<file path="src/rtl/cfr_pkg.sv">
package cfr_pkg;

    localparam int NLEG = 7;

    localparam logic [NLEG-1:0] MASK_A   = 7'b000_0011;
    localparam logic [NLEG-1:0] MASK_B   = 7'b000_1100;
    localparam logic [NLEG-1:0] MASK_INV = 7'b111_0000;
    localparam int LEG_B1   = 2;
    localparam int INV_BASE = 4;

    typedef enum logic [2:0] {
        CFG_HEALTHY   = 3'd0,
        CFG_A_FUSE    = 3'd1,
        CFG_A_ISO     = 3'd2,
        CFG_B_FUSE    = 3'd3,
        CFG_B_ISO     = 3'd4,
        CFG_INV_REMAP = 3'd5,
        CFG_SHUTDOWN  = 3'd6
    } cfg_state_t;

    typedef enum logic [1:0] {
        OVR_PASS = 2'b00,
        OVR_OFF  = 2'b01,
        OVR_ON   = 2'b10
    } ovr_t;

endpackage

</file>
<file path="src/rtl/cfr_leg_monitor.sv">
module cfr_leg_monitor #(
    parameter int W         = 12,
    parameter int CONFIRM   = 4,
    parameter int RAIL_BAND = 100
) (
    input  logic         clk,
    input  logic         rst_n,
    input  logic [W-1:0] vref,
    input  logic [W-1:0] vmeas,
    input  logic         gate,
    input  logic [W-1:0] thr_hi,
    input  logic [W-1:0] thr_lo,
    output logic         flag,
    output logic         is_short
);

    localparam int          CW      = $clog2(CONFIRM + 1);
    localparam logic [CW-1:0] LAST  = CW'(CONFIRM - 1);
    localparam logic [W-1:0]  HI_RAIL = W'((2 ** W) - 1 - RAIL_BAND);

    logic [W-1:0]  err;
    logic [CW-1:0] cnt;
    logic          at_top;

    always_comb begin
        err    = (vref > vmeas) ? (vref - vmeas) : (vmeas - vref);
        at_top = (vmeas >= HI_RAIL);
    end

    always_ff @(posedge clk) begin
        if (!rst_n) begin
            flag     <= 1'b0;
            is_short <= 1'b0;
            cnt      <= '0;
        end else if (!flag) begin
            if (err > thr_hi) begin
                if (cnt == LAST) begin
                    flag     <= 1'b1;
                    is_short <= !gate && at_top;
                    cnt      <= '0;
                end else begin
                    cnt <= cnt + 1'b1;
                end
            end else begin
                cnt <= '0;
            end
        end else if (err < thr_lo) begin
            flag     <= 1'b0;
            is_short <= 1'b0;
        end
    end

    a_r1_rise_needs_high_err: assert property (@(posedge clk) disable iff (!rst_n)
        $rose(flag) |-> $past(err > thr_hi));

    a_r2_fall_needs_low_err: assert property (@(posedge clk) disable iff (!rst_n)
        $fell(flag) |-> $past(err < thr_lo));

endmodule

</file>
<file path="src/rtl/cfr_reconfig_fsm.sv">
module cfr_reconfig_fsm
    import cfr_pkg::*;
#(
    parameter int HOLD_W = 8
) (
    input  logic              clk,
    input  logic              rst_n,
    input  logic [NLEG-1:0]   leg_flag,
    input  logic [3:0]        rect_short,
    input  logic [HOLD_W-1:0] fuse_hold,
    output logic [1:0]        rect_a_ovr,
    output logic [1:0]        rect_b_ovr,
    output logic [2:0]        inv_leg_off,
    output logic [2:0]        scr_en,
    output logic [1:0]        remap_sel,
    output logic              b1_isolate,
    output logic [2:0]        cfg_state,
    output logic              shutdown
);

    cfg_state_t        state, nxt;
    logic [HOLD_W-1:0] hold_cnt;
    logic [1:0]        inv_sel, inv_idx;
    logic              a_f, b_f, i_any, a_s, b_s, hold_done;
    logic [2:0]        inv_f;
    logic [1:0]        n_units;
    logic [NLEG-1:0]   remap_keep;

    always_comb begin
        a_f     = |(leg_flag & MASK_A);
        b_f     = |(leg_flag & MASK_B);
        inv_f   = leg_flag[INV_BASE +: 3];
        i_any   = |inv_f;
        a_s     = |(leg_flag[1:0] & rect_short[1:0]);
        b_s     = |(leg_flag[3:2] & rect_short[3:2]);
        n_units = {1'b0, a_f} + {1'b0, b_f} + {1'b0, i_any};
        inv_idx = 2'd0;
        for (int k = 2; k >= 0; k--) begin
            if (inv_f[k]) inv_idx = 2'(k);
        end
        remap_keep = '0;
        remap_keep[LEG_B1] = 1'b1;
        for (int k = 0; k < 3; k++) begin
            if (inv_sel == 2'(k)) remap_keep[INV_BASE + k] = 1'b1;
        end
        hold_done = ({1'b0, hold_cnt} + (HOLD_W+1)'(1)) >= {1'b0, fuse_hold};
    end

    always_comb begin
        nxt = state;
        unique case (state)
            CFG_HEALTHY: begin
                if (n_units > 2'd1 || $countones(inv_f) > 1) nxt = CFG_SHUTDOWN;
                else if (a_f)   nxt = a_s ? CFG_A_FUSE : CFG_A_ISO;
                else if (b_f)   nxt = b_s ? CFG_B_FUSE : CFG_B_ISO;
                else if (i_any) nxt = CFG_INV_REMAP;
            end
            CFG_A_FUSE: begin
                if (|(leg_flag & ~MASK_A)) nxt = CFG_SHUTDOWN;
                else if (hold_done)        nxt = CFG_A_ISO;
            end
            CFG_A_ISO: begin
                if (|(leg_flag & ~MASK_A)) nxt = CFG_SHUTDOWN;
            end
            CFG_B_FUSE: begin
                if (|(leg_flag & ~MASK_B)) nxt = CFG_SHUTDOWN;
                else if (hold_done)        nxt = CFG_B_ISO;
            end
            CFG_B_ISO: begin
                if (|(leg_flag & ~MASK_B)) nxt = CFG_SHUTDOWN;
            end
            CFG_INV_REMAP: begin
                if (|(leg_flag & ~remap_keep)) nxt = CFG_SHUTDOWN;
            end
            CFG_SHUTDOWN: nxt = CFG_SHUTDOWN;
            default:      nxt = CFG_SHUTDOWN;
        endcase
    end

    always_ff @(posedge clk) begin
        if (!rst_n) begin
            state    <= CFG_HEALTHY;
            hold_cnt <= '0;
            inv_sel  <= 2'd0;
        end else begin
            state <= nxt;
            if (nxt != state)  hold_cnt <= '0;
            else               hold_cnt <= hold_cnt + 1'b1;
            if (state == CFG_HEALTHY && nxt == CFG_INV_REMAP) inv_sel <= inv_idx;
        end
    end

    always_comb begin
        rect_a_ovr  = OVR_PASS;
        rect_b_ovr  = OVR_PASS;
        inv_leg_off = 3'b000;
        scr_en      = 3'b000;
        remap_sel   = 2'd0;
        b1_isolate  = 1'b0;
        shutdown    = 1'b0;
        unique case (state)
            CFG_HEALTHY: ;
            CFG_A_FUSE:  rect_a_ovr = OVR_ON;
            CFG_A_ISO:   rect_a_ovr = OVR_OFF;
            CFG_B_FUSE:  rect_b_ovr = OVR_ON;
            CFG_B_ISO:   rect_b_ovr = OVR_OFF;
            CFG_INV_REMAP: begin
                inv_leg_off = 3'b001 << inv_sel;
                scr_en      = 3'b001 << inv_sel;
                remap_sel   = inv_sel + 2'd1;
                b1_isolate  = 1'b1;
            end
            CFG_SHUTDOWN: begin
                rect_a_ovr  = OVR_OFF;
                rect_b_ovr  = OVR_OFF;
                inv_leg_off = 3'b111;
                shutdown    = 1'b1;
            end
            default: begin
                rect_a_ovr  = OVR_OFF;
                rect_b_ovr  = OVR_OFF;
                inv_leg_off = 3'b111;
                shutdown    = 1'b1;
            end
        endcase
        cfg_state = state;
    end

    a_r7_no_return_to_healthy: assert property (@(posedge clk) disable iff (!rst_n)
        (state != CFG_HEALTHY) |=> (state != CFG_HEALTHY));

    a_r8_shutdown_sticky: assert property (@(posedge clk) disable iff (!rst_n)
        (state == CFG_SHUTDOWN) |=> (state == CFG_SHUTDOWN));

    a_r5_a_fuse_exit: assert property (@(posedge clk) disable iff (!rst_n)
        (state == CFG_A_FUSE) |=> (state == CFG_A_FUSE || state == CFG_A_ISO || state == CFG_SHUTDOWN));

    a_r5_b_fuse_exit: assert property (@(posedge clk) disable iff (!rst_n)
        (state == CFG_B_FUSE) |=> (state == CFG_B_FUSE || state == CFG_B_ISO || state == CFG_SHUTDOWN));

endmodule

</file>
<file path="src/rtl/cfr_supervisor.sv">
module cfr_supervisor
    import cfr_pkg::*;
#(
    parameter int W         = 12,
    parameter int CONFIRM   = 4,
    parameter int RAIL_BAND = 100,
    parameter int HOLD_W    = 8
) (
    input  logic              clk,
    input  logic              rst_n,
    input  logic [NLEG*W-1:0] vref_bus,
    input  logic [NLEG*W-1:0] vmeas_bus,
    input  logic [NLEG-1:0]   gate_bus,
    input  logic [W-1:0]      thr_hi,
    input  logic [W-1:0]      thr_lo,
    input  logic [HOLD_W-1:0] fuse_hold,
    output logic [1:0]        rect_a_ovr,
    output logic [1:0]        rect_b_ovr,
    output logic [2:0]        inv_leg_off,
    output logic [2:0]        scr_en,
    output logic [1:0]        remap_sel,
    output logic              b1_isolate,
    output logic [NLEG-1:0]   leg_fault,
    output logic [NLEG-1:0]   leg_short,
    output logic [2:0]        cfg_state,
    output logic              shutdown
);

    for (genvar g = 0; g < NLEG; g++) begin : g_leg
        cfr_leg_monitor #(
            .W(W), .CONFIRM(CONFIRM), .RAIL_BAND(RAIL_BAND)
        ) mon_i (
            .clk      (clk),
            .rst_n    (rst_n),
            .vref     (vref_bus[g*W +: W]),
            .vmeas    (vmeas_bus[g*W +: W]),
            .gate     (gate_bus[g]),
            .thr_hi   (thr_hi),
            .thr_lo   (thr_lo),
            .flag     (leg_fault[g]),
            .is_short (leg_short[g])
        );
    end

    cfr_reconfig_fsm #(.HOLD_W(HOLD_W)) fsm_i (
        .clk         (clk),
        .rst_n       (rst_n),
        .leg_flag    (leg_fault),
        .rect_short  (leg_short[3:0]),
        .fuse_hold   (fuse_hold),
        .rect_a_ovr  (rect_a_ovr),
        .rect_b_ovr  (rect_b_ovr),
        .inv_leg_off (inv_leg_off),
        .scr_en      (scr_en),
        .remap_sel   (remap_sel),
        .b1_isolate  (b1_isolate),
        .cfg_state   (cfg_state),
        .shutdown    (shutdown)
    );

    a_r6_single_scr: assert property (@(posedge clk) disable iff (!rst_n)
        $onehot0(scr_en));

    a_r6_scr_with_b1_iso: assert property (@(posedge clk) disable iff (!rst_n)
        (scr_en != 3'b000) |-> (b1_isolate && remap_sel != 2'd0));

    a_r8_shutdown_no_force_on: assert property (@(posedge clk) disable iff (!rst_n)
        shutdown |-> (rect_a_ovr == 2'b01 && rect_b_ovr == 2'b01 && scr_en == 3'b000));

endmodule

</file>
<file path="config.mk">
export PLATFORM = sky130hd
export DESIGN_NAME = cfr_supervisor
export DESIGN_NICKNAME = d
export VERILOG_FILES = /design/src/rtl/cfr_pkg.sv /design/src/rtl/cfr_leg_monitor.sv /design/src/rtl/cfr_reconfig_fsm.sv /design/src/rtl/cfr_supervisor.sv
export SDC_FILE = /design/constraint.sdc
export NUM_CORES = 1
export LEC_CHECK = 0
export ABC_CLOCK_PERIOD_IN_PS = 9320
export BUFFER_PORTS_ARGS = -buffer_cell sky130_fd_sc_hd__buf_2
export CAP_MARGIN = 20
export CORE_UTILIZATION = 60
export DETAILED_ROUTE_END_ITERATION = 10
export PLACE_DENSITY = 0.91
export SYNTH_ARGS = -nofsm -noshare
export SYNTH_HDL_FRONTEND = slang
export SYNTH_SLANG_ARGS = --single-unit
export TNS_END_PERCENT = 20
</file>
<file path="constraint.sdc">
create_clock -name clk -period 9.32 [get_ports clk]
set_input_delay 1.864 -clock clk [delete_from_list [all_inputs] [get_ports clk]]
set_output_delay 1.864 -clock clk [all_outputs]
set_load 0.05 [all_outputs]
</file>
==> results of run 1 <==
-- area by class of cell --
type | instances | area [sq um] | area share (%)
clock buffer | 5 | 125 | 0.808
clock inverter | 3 | 46.3 | 0.299
inverter | 249 | 935 | 6.03
multi-input combinational | 1454 | 11800 | 76.2
sequential | 48 | 961 | 6.20
tap | 313 | 392 | 2.53
timing repair buffer | 243 | 1230 | 7.94
-- layout by cell type (no fill, tap or decap), types with 8 or more instances in the layout --
cell | Yosys | routed
a211o_1 | 8 | 8
o211ai_1 | 14 | 14
o31ai_1 | 12 | 12
dfxtp_1 | 48 | 48
nor2_1 | 75 | 75
mux2_2 | 19 | 19
xnor2_1 | 43 | 43
fa_1 | 14 | 14
a21boi_0 | 20 | 20
a21oi_1 | 140 | 140
and4_1 | 10 | 10
nor4_1 | 10 | 10
o21ai_0 | 69 | 69
nor3_1 | 26 | 26
o21bai_1 | 12 | 12
and2_1 | 9 | 9
ha_1 | 345 | 345
nor2b_1 | 39 | 39
and3_1 | 15 | 15
a21o_1 | 84 | 84
o21ai_1 | 12 | 12
inv_1 | 249 | 249
or3_1 | 11 | 11
o21a_1 | 17 | 17
nand4_1 | 39 | 39
nand3_1 | 27 | 27
nand2_1 | 101 | 101
a31oi_1 | 21 | 21
o221ai_1 | 10 | 10
a211oi_1 | 16 | 16
a221o_1 | 10 | 10
a221oi_1 | 9 | 9
mux2i_1 | 39 | 39
buf_2 | 25 | 239
xor2_1 | 31 | 31
o211a_1 | 8 | 8
nand2b_1 | 21 | 21
-- synthesized netlist by cell type (15+ instances only) --
cell type	instances	share of area, %
nor2_1	75	2.0
a21boi_0	20	1.1
nand2b_1	21	0.93
mux2_2	19	1.5
o21ai_0	69	2.5
nor3_1	26	0.92
dfxtp_1	48	6.8
and3_1	15	0.67
nor2b_1	39	1.7
nand3_1	27	0.96
nand2_1	101	2.7
clkbuf_1	25	0.67
a21o_1	84	4.5
o21a_1	17	0.91
a31oi_1	21	0.93
inv_1	249	6.6
buf_4	17	0.91
mux2i_1	39	2.8
a211oi_1	16	0.85
ha_1	345	31
xor2_1	31	1.9
nand4_1	39	1.7
buf_2	25	0.89
xnor2_1	43	2.7
a21oi_1	140	5.0
-- path summary, 6_finish.rpt --
| check | start | endpoint | slack (ns) |
|---|---|---|---|
| hold reg to reg | g_leg[5].mon_i.cnt[2] | g_leg[5].mon_i.cnt[2] | 0.45 |
| setup reg to reg | fsm_i.hold_cnt[0] | fsm_i.hold_cnt[7] | 5.98 |
| hold / removal | g_leg[5].mon_i.cnt[2] | g_leg[5].mon_i.cnt[2] | 0.45 |
| setup / recovery | vref_bus[36] | g_leg[3].mon_i.cnt[1] | 2.96 |
-- sequential cells by signal, summed over array words and instances, names as in the netlist --
register              cells
g_leg.mon_i.flag          7
g_leg.mon_i.is_short      7
fsm_i.inv_sel             2
fsm_i.hold_cnt            8
g_leg.mon_i.cnt          21
fsm_i.cfg_state           3
-- per-layer routing --
metal	share of wire, %	wire (um)
met5	0	0
met4	4.6	1830
met3	7.6	3010
met1	41	16200
met2	47	18500
-- power groups by stage --
stage          combinational [W]  sequential, W  clock, W
6_report                 0.00126       0.000249  0.000215
5_1_grt                  0.00139       0.000252  0.000231
4_1_cts                  0.00123       0.000249  0.000218
3_5_place_dp             0.00122       0.000253         0
3_3_place_gp             0.00115       0.000251         0
2_1_floorplan           0.000911       0.000251         0
-- worst max-delay path, stage by stage --
cell and delay, ns:
buf_2 0.11, inv_1 0.05, ha_1 0.13, inv_1 0.05, fa_1 0.41, a211oi_1 0.38
o211ai_2 0.19, a21oi_2 0.31, or2_1 0.37, mux2_4 0.34, a2111oi_2 0.34, nor2_1 0.10
xor2_1 0.17, ha_1 0.30, nand3_1 0.10, nor2_1 0.13, nand2_1 0.08, o221ai_1 0.15
o21ai_0 0.20, or4b_2 0.64, a21boi_0 0.17
-- metrics by stage --
step / area (sq um) / utilization [%] / power [W] / instances
after floorplan: 14100 / - / 0.00116 / 1822
after global placement: 15300 / 67.0 / 0.00140 / 2306
after detailed placement: 15300 / 67.0 / 0.00147 / 2306
after CTS: 15500 / 67.7 / 0.00169 / 2314
after global routing: 15500 / 67.8 / 0.00188 / 2315
final: 15500 / 67.8 / 0.00172 / 2315
-- cell families (layout without fill, tap and decap cells) --
logic type / count (synthesis) / in the layout
AOI/OAI and AO/OA: 535 / 535
and+or+nand+nor: 424 / 424
adders and majority gates: 359 / 359
buffers and inverters: 320 / 500
xor gates and xnor gates: 74 / 74
muxes: 62 / 62
DFF: 48 / 48
==> summary.txt, run 1 <==
Placed design
  • GPL Wtd Cong: 0.954
  • DPL Wire Length: 31,900 um
  • I/O Buffers: 239
  • Setup WS pre-CTS: 2.46 ns

Pwr
  • Max VDD drop: 0.0697 mV
  • Reg power frac: 14.5%
  • Switching Fraction: 48.2%
  • Net Sw Power: 0.000830 W
  • Leak: 8.37 nW
  • Power share of the combinational group: 73.0%
  • Pwr dens: 111 nW/um^2
  • Power Internal: 0.000893 W
  • Clk network pwr share: 12.5%

Floorplan
  • Die footprint: 24,100 sq um
  • I/O Pins: 240
  • Initial core utilization: 61.6%
  • Die Y-Extent: 155 um
  • Core footprint: 22,800 sq um
  • Die width: 155 um
  • FP Rows: 55

Detailed routing
  • Vias per cell: 6.27
  • Via count: 14,500
  • Post-route ant nets: 0
  • DR DRC count: 0
  • Routed length per instance: 17.1 um
  • Total Routed Length: 39,500 um
  • First-pass iteration count of the detailed router: 6
  • Starting DRT DRC Count: 1,125

Yosys
  • Seq/Total Area, Yosys: 6.82%
  • Netlist cell types: 92
  • Post-Syn Area: 14,100 sq um
  • Post-synth ARST share: 0%
  • Number of flops mapped to enable cells by yosys: 0
  • Synth Area in Simple Gates: 15.9%
  • Largest family of logic cells by synthesized area: adder cells
  • Syn_nets: 2,390
  • #FFs+latches synth: 48
  • Post-synthesis mux area share: 4.67%
  • Xor and xnor area share after synthesis: 4.60%
  • Yosys warnings: 0
  • Post-synthesis adder-cell area fraction: 32.6%
  • Prevailing post-synth register cell: dfxtp_1
  • Synth Area in Compound Gates: 25.9%
  • Syn_area_per_cell: 7.73 sq um
  • Syn Inst Count: 1,822

STA
  • Final period utilization: 68.2%
  • Final worst path period need: 6.36 ns
  • Max-slew violations: 0
  • Final worst setup slack: 2.96 ns
  • Final setup fails: 0
  • Final Hold Slack: 0.449 ns
  • Final hold violations: 0
  • Worst setup skew after layout: 0.00298 ns
  • Max_slew headroom: 51.7%
  • Setup tns final: 0 ns
  • Worst Tran Pin Value: 0.725 ns
  • Fmax achieved: 157 MHz
  • RSZ-0062 raised after global routing: false

Worst setup path
  • Worst Path Required: 9.55 ns
  • Setup crit end kind: flip-flop
  • FF-to-FF path depth: 13
  • Setup CP Type: in -> reg
  • CP Max Fanout: 9
  • Arrival @ worst endpoint: 6.59 ns
  • Startpoint types: input pin

Global routing
  • GR Layer Usage met1: 38.6%
  • Met2 Resource Use GR: 55.5%
  • M3 GR Usage: 4.32%
  • Initial antenna violation count: 0
  • GRT busiest layer: met2
  • First-pass GRT wire length: 63,400 um
  • Largest net degree at the start of global routing: 49
  • Vias in the first global route: 13,800
  • Total grt overflow: 0
  • Total GRT Usage: 31.9%

Hold path
  • Hold path depth: 2
  • Classification of the worst-slack hold path: reg -> reg

Final layout
  • Fill cells: 1,922
  • Net count reported at finish: 2,569
  • # diodes: 0
  • Area delta synth->final: 10.0%
  • Ratio of cells with drive above 1 in the final layout: 15.3%

CTS
  • Sink Count: 48
  • Total CTS buffers: 5
  • CTS resizes: 0
  • Hold Buf Count CTS: 0
  • Clock transition at path regs: 0.07 ns
  • Clk buf depth: 2
  • Postcts setup bufs: 0
  • H-tree Lvls: 2
  • CTS tree: yes
  • Clk Latency, worst-skew pair: 0.30 ns
  • Clk root buf: clkbuf_16

Run status
  • Status: finished, final reports clean

Job
  • MaxCap Viol Count: 0
(Power assumes the default switching activity.)
==> inputs of run 2 (changes only) <==
Settings changed: ABC_CLOCK_PERIOD_IN_PS 9320 to 5560, CORE_UTILIZATION 60 to 54, PLACE_DENSITY 0.91 to 0.87.
Clock period 9.32 ns to 5.56 ns, I/O delays scaled along.
==> run 2 against run 1 <==
  * Via count down 1.3%
  * Setup slack worse by 2.7 ns
  * Critical path depth is the same
  * Sequential share of layout area decreased by 0.083 points
  * Clock power increased by 75%
  * Non-clock buffer count grew 21
  * First-iteration DRC count shrank 14%
  * Global-route usage is 2.7 points lower
  * Largest power group unchanged
==> summary.txt, run 2 (synthesized netlist as in run 1, its figures left out) <==
Run status
  • Status: finished, final reports clean

Hold path
  • Hold path depth: 2 (unchanged)
  • Min-Delay Startpoint: g_leg[5].mon_i.cnt[2]
  • Classification of the worst-slack hold path: reg -> reg
  • Worst Hold End: g_leg[5].mon_i.cnt[2]

Global routing
  • Initial antenna violation count: 1 (+1)
  • Total grt overflow: 0 (unchanged)
  • First-pass GRT wire length: 64,500 um (+1.7%)
  • Largest net degree at the start of global routing: 45 (-8.2%)
  • Total GRT Usage: 29.3% (-2.7 points)
  • Vias in the first global route: 13,800 (+0.25%)

Floorplan
  • FP Rows: 58 (+5.5%)
  • I/O Pins: 240 (unchanged)
  • Die width: 163 um (+5.3%)
  • Die footprint: 26,700 sq um (+11%)
  • Core footprint: 25,400 sq um (+11%)
  • Initial core utilization: 55.4% (-6.2 points)
  • Die Y-Extent: 163 um (+5.3%)

CTS
  • Hold Buf Count CTS: 0 (unchanged)
  • Sink Count: 48 (unchanged)
  • CTS tree: yes
  • Clk root buf: clkbuf_16
  • Clk buf depth: 2 (unchanged)
  • Total CTS buffers: 5 (unchanged)
  • Clk Latency, worst-skew pair: 0.31 ns (about the same)
  • H-tree Lvls: 2 (unchanged)
  • Clock transition at path regs: 0.08 ns (about the same)

STA
  • Final hold violations: 0 (unchanged)
  • Final Hold Slack: 0.444 ns (-0.00482 ns)
  • Max_slew headroom: 55.6% (+4.0 points)
  • Final setup fails: 0 (unchanged)
  • Fmax achieved: 189 MHz
  • Max-slew violations: 0 (unchanged)
  • Final worst setup slack: 0.280 ns (-2.68 ns)
  • Worst Tran Pin Value: 0.665 ns (-0.0602 ns)
  • Worst setup skew after layout: 0.00577 ns (+0.00279 ns)
  • Final worst path period need: 5.28 ns
  • Setup tns final: 0 ns (unchanged)
  • Final period utilization: 95.0%

Final layout
  • Biggest regs: g_leg.mon_i.cnt: 21 flops, fsm_i.hold_cnt: 8 flops
  • Fill cells: 2,243 (+17%)
  • Max reg flops: 21 (unchanged)
  • Area delta synth->final: 11.5%
  • Ratio of cells with drive above 1 in the final layout: 16.2% (+0.93 points)
  • Net count reported at finish: 2,590 (+0.82%)
  • Commonest non-fill, non-tap cell in the layout: ha_1
  • Highest-count cells in the layout ignoring fill and taps: ha_1, inv_1, buf_2
  • Biggest register: g_leg.mon_i.cnt

Detailed routing
  • Routed length per instance: 17.0 um (-0.37%)
  • Via count: 14,300 (-1.3%)
  • First-pass iteration count of the detailed router: 6 (unchanged)
  • Starting DRT DRC Count: 964 (-14%)
  • DR DRC count: 0 (unchanged)
  • Vias per cell: 6.08 (-3.0%)
  • Post-route ant nets: 0 (unchanged)
  • Total Routed Length: 40,100 um (+1.3%)

Worst setup path
  • FF-to-FF path depth: 13 (unchanged)
  • Critical R2R Capture: fsm_i.hold_cnt[4]
  • Setup crit end kind: flip-flop
  • Setup CP Type: in -> reg
  • CP Max Fanout: 7 (-2)
  • Startpoint types: input pin
  • Worst r2r src: fsm_i.hold_cnt[2]
  • R2R setup slack: 2.23 ns (-3.75 ns)
  • Worst Path Required: 5.79 ns (-3.76 ns)
  • Arrival @ worst endpoint: 5.51 ns (-1.08 ns)

Job
  • MaxCap Viol Count: 0 (unchanged)

Placed design
  • I/O Buffers: 239 (unchanged)
  • Setup WS pre-CTS: -0.0266 ns (-2.49 ns)
  • GPL Wtd Cong: 0.960 (+0.69%)
  • DPL Wire Length: 32,600 um (+2.2%)

Pwr
  • Pwr Total: 0.00293 W (+70%)
  • Max VDD drop: 0.158 mV (+130%)
  • Leak: 8.49 nW (+1.4%)
  • Pwr dens: 186 nW/um^2 (+68%)
[run 2: per-stage QoR]
| stage | utilization, % | cells | area [sq um] |
|---|---|---|---|
| global route | 61.8 | 2353 | 15700 |
| floorplan | - | 1822 | 14100 |
| CTS | 61.7 | 2350 | 15700 |
| finish | 61.8 | 2354 | 15700 |
| detailed placement | 61.0 | 2342 | 15500 |
| global placement | 61.0 | 2342 | 15500 |
[run 2: per-layer routing]
layer / vias to the layer above / share of wire (%) / global-route usage, % / wire length, um
met4: 2 / 4.9 / 14.4 / 1950
met2: 629 / 45 / 49.8 / 18100
met5: - / 0.045 / 0 / 18
li1: 6959 / - / - / -
met1: 6594 / 42 / 35.8 / 16800
met3: 134 / 8.0 / 4.22 / 3210
[run 2: worst max-delay path, cell delays in order]
cell and delay [ns]:
buf_2 0.11, inv_1 0.05, ha_1 0.14, inv_1 0.06, fa_1 0.43, a211oi_2 0.31, o211ai_2 0.18, a21oi_2 0.18
or2_1 0.27, mux2_4 0.35, a2111oi_2 0.34, nor2_1 0.10, xor2_1 0.17, ha_1 0.31, nand3_1 0.09, nor2_1 0.11
nand2_1 0.07, o221ai_1 0.15, o21ai_0 0.17, or4b_2 0.64, a21boi_0 0.18
[run 2: repair_timing]
action,in CTS,in global routing
setup endpoints to repair,0,3
buffers inserted,0,3
resized for setup,0,2
[run 2: worst max-delay path by stage]
stage | endpoint | cells past startpoint | startpoint
2_1_floorplan | g_leg[3].mon_i.cnt[1] | 21 | vref_bus[36]
4_1_cts | g_leg[3].mon_i.is_short | 22 | vref_bus[36]
3_3_place_gp | g_leg[3].mon_i.cnt[1] | 21 | vref_bus[36]
5_1_grt | g_leg[3].mon_i.cnt[1] | 21 | vref_bus[36]
6_report | g_leg[3].mon_i.cnt[1] | 21 | vref_bus[36]
3_5_place_dp | g_leg[3].mon_i.is_short | 21 | vref_bus[36]
[run 2: cell type report]
| class | instances | area, sq um | share of cell area, % |
|---|---|---|---|
| Timing Repair Buffer | 264 | 1410 | 8.97 |
| Antenna cell | 1 | 2.50 | 0.0159 |
| Clock inverter | 3 | 47.5 | 0.303 |
| Multi-Input combinational cell | 1454 | 11800 | 75.2 |
| Inverter | 249 | 935 | 5.95 |
| Clock buffer | 5 | 125 | 0.797 |
| Tap cell | 330 | 413 | 2.63 |
| Sequential cell | 48 | 961 | 6.12 |
[run 2: where the power goes]
group / switching (W) / leakage [nW] / internal, W
clock: 0.000161 / 0.0840 / 0.000215
combinational: 0.00119 / 8.01 / 0.000938
sequential: 0.0000402 / 0.389 / 0.000377
total: 0.00140 / 8.49 / 0.00153
==> inputs of run 3 (changes only) <==
Settings changed: PLACE_DENSITY 0.87 to 0.8.
==> run 3 against run 2 <==
  * Flip-flop and latch count stayed put
  * Register-to-register slack worse by 0.08 ns
  * Global-route usage is 0.58 points lower
  * Hold slack worse by 0.0020 ns
  * Clock power is 2% lower
  * Wire length is 2.0% lower
  * Setup slack worse by 0.0052 ns
  * Sequential share of layout area hardly changed
  * Total power hardly changed
  * Highest routed layer is now met4
==> summary.txt, run 3 (synthesized netlist as in run 1, its figures left out) <==
Pwr
  • Max VDD drop: 0.210 mV (+33%)
  • Power Internal: 0.00154 W (+0.56%)
  • Pwr dens: 186 nW/um^2 (-0.21%)
  • Reg power frac: 14.3% (about the same)
  • Power share of the combinational group: 73.1% (+0.2 points)
  • Clk network pwr share: 12.6% (-0.2 points)
  • Switching Fraction: 47.4% (-0.34 points)
  • Leak: 8.51 nW (+0.25%)
  • Net Sw Power: 0.00139 W (-0.79%)

Detailed routing
  • Vias per cell: 5.92 (-2.7%)
  • Routed length per instance: 16.6 um (-2.2%)
  • DR DRC count: 0 (unchanged)
  • Post-route ant nets: 0 (unchanged)
  • First-pass iteration count of the detailed router: 7 (+1)
  • Starting DRT DRC Count: 901 (-6.5%)
  • Via count: 14,000 (-2.4%)
  • Total Routed Length: 39,300 um (-2.0%)

Worst setup path
  • Setup CP Type: in -> reg
  • Setup crit end kind: flip-flop
  • Worst Path Required: 5.79 ns (about the same)
  • Startpoint types: input pin
  • CP Max Fanout: 11 (+4)
  • Arrival @ worst endpoint: 5.52 ns (about the same)
  • FF-to-FF path depth: 13 (unchanged)

Global routing
  • Vias in the first global route: 13,400 (-3.0%)
  • Total GRT Usage: 28.7% (-0.58 points)
  • Initial antenna violation count: 0 (-1)
  • First-pass GRT wire length: 62,900 um (-2.5%)
  • Largest net degree at the start of global routing: 28 (-38%)
  • Total grt overflow: 0 (unchanged)

CTS
  • H-tree Lvls: 2 (unchanged)
  • CTS tree: yes
  • Total CTS buffers: 5 (unchanged)
  • Clock transition at path regs: 0.07 ns (about the same)
  • Clk root buf: clkbuf_16
  • Clk Latency, worst-skew pair: 0.30 ns (about the same)
  • Clk buf depth: 2 (unchanged)
  • Sink Count: 48 (unchanged)

Floorplan
  • I/O Pins: 240 (unchanged)
  • Die width: 163 um (unchanged)
  • Die Y-Extent: 163 um (unchanged)
  • Core footprint: 25,400 sq um (unchanged)
  • Die footprint: 26,700 sq um (unchanged)
  • Initial core utilization: 55.4% (unchanged)
  • FP Rows: 58 (unchanged)

Hold path
  • Hold path depth: 2 (unchanged)
  • Classification of the worst-slack hold path: reg -> reg

Final layout
  • Fill cells: 2,286 (+1.9%)
  • Max reg flops: 21 (unchanged)
  • Biggest regs: g_leg.mon_i.cnt: 21 flops, fsm_i.hold_cnt: 8 flops
  • Net count reported at finish: 2,597 (+0.27%)
  • Commonest non-fill, non-tap cell in the layout: ha_1
  • Highest-count cells in the layout ignoring fill and taps: ha_1, inv_1, buf_2
  • Biggest register: g_leg.mon_i.cnt
  • # diodes: 0 (-1)
  • Ratio of cells with drive above 1 in the final layout: 16.5% (+0.24 points)
  • Area delta synth->final: 11.6%

STA
  • RSZ-0062 raised after global routing: true
  • Max-slew violations: 0 (unchanged)
  • Final period utilization: 95.1% (about the same)
  • Final worst path period need: 5.29 ns (+0.00518 ns)
  • Max_slew headroom: 49.6% (-6.1 points)
  • Worst setup skew after layout: 0.00552 ns (-0.000256 ns)
  • Final hold violations: 0 (unchanged)
  • Final setup fails: 0 (unchanged)
  • Setup tns final: 0 ns (unchanged)
  • Worst Tran Pin Value: 0.757 ns (+0.0917 ns)
  • Fmax achieved: 189 MHz (about the same)
  • Final Hold Slack: 0.442 ns (-0.00202 ns)

Placed design
  • GPL Wtd Cong: 0.935 (-2.7%)
  • DPL Wire Length: 32,100 um (-1.6%)
  • I/O Buffers: 239 (unchanged)

Job
  • MaxCap Viol Count: 0 (unchanged)

Run status
  • Status: finished, final reports clean
## run 3: changes by cell type in the layout (fill, tap and decap cells not counted), sizes merged
cell	previous run	this run
clkinv	2	0
clkinvlp	0	1
buf	264	271
inv	249	250
diode	1	0
## run 3: area by class of cell
type / instances / area, sq um / share of cell area, %
clock buffers: 5 / 125 / 0.796
clock inverters: 3 / 46.3 / 0.295
inverters: 249 / 935 / 5.95
multi-input cells: 1454 / 11800 / 75.1
flip-flops and latches: 48 / 961 / 6.11
well taps: 330 / 413 / 2.63
repair buffers: 271 / 1440 / 9.14
## run 3: path summary, 6_finish.rpt
check	from	end	slack [ns]
worst max-delay path	vref_bus[21]	g_leg[1].mon_i.is_short	0.27
worst min register to register	g_leg[5].mon_i.cnt[2]	g_leg[5].mon_i.cnt[2]	0.44
worst max register to register	fsm_i.hold_cnt[0]	fsm_i.hold_cnt[5]	2.15
worst min-delay path	g_leg[5].mon_i.cnt[2]	g_leg[5].mon_i.cnt[2]	0.44
## run 3: metrics by stage
step	setup WS, ns	cells	utilization [%]	total power, W	cell area, sq um
6_report	0.275	2360	61.9	0.00292	15700
5_1_grt	-0.0123	2360	61.9	0.00320	15700
4_1_cts	0.359	2357	61.8	0.00288	15700
3_5_place_dp	0.0567	2349	61.1	0.00250	15500
3_3_place_gp	0.184	2349	61.1	0.00241	15500
2_1_floorplan	0.383	1822	-	0.00195	14100
## run 3: timing repair
| action | 4_1_cts | 5_1_grt |
|---|---|---|
| setup endpoints to repair | 0 | 5 |
| setup buffers | 0 | 3 |
| hold buffers | 0 | 0 |
| resized for setup | 0 | 2 |
## run 3: critical path, cell delays in order
cell       delay, ns
buf_2           0.10
inv_1           0.04
ha_1            0.46
a21o_1          0.23
o22ai_1         0.11
o21bai_1        0.19
a31oi_4         0.35
buf_4           0.22
mux2_4          0.30
a221o_1         0.36
a41oi_2         0.18
xnor2_1         0.18
ha_1            0.29
nand2_1         0.06
nor2_1          0.05
nand2_1         0.06
nor2_1          0.04
a2111oi_0       0.54
buf_4           0.21
o211ai_1        0.09
o31ai_1         0.12
mux2i_1         0.22
## run 3: power groups by stage
stage	registers [W]	logic (W)	clock network (W)
floorplan	0.000420	0.00153	0
global route	0.000423	0.00238	0.000388
global placement	0.000421	0.00199	0
finish	0.000417	0.00214	0.000369
CTS	0.000416	0.00209	0.000373
detailed placement	0.000424	0.00208	0
## run 3: layer usage
metal  GRT usage (%)  part of all wire (%)  up-vias
met4            10.5                   3.5        0
met1            35.8                    44     6435
met3            2.95                   6.1       85
met2            50.5                    47      474
met5               0                     0        -
li1                -                     -     6977
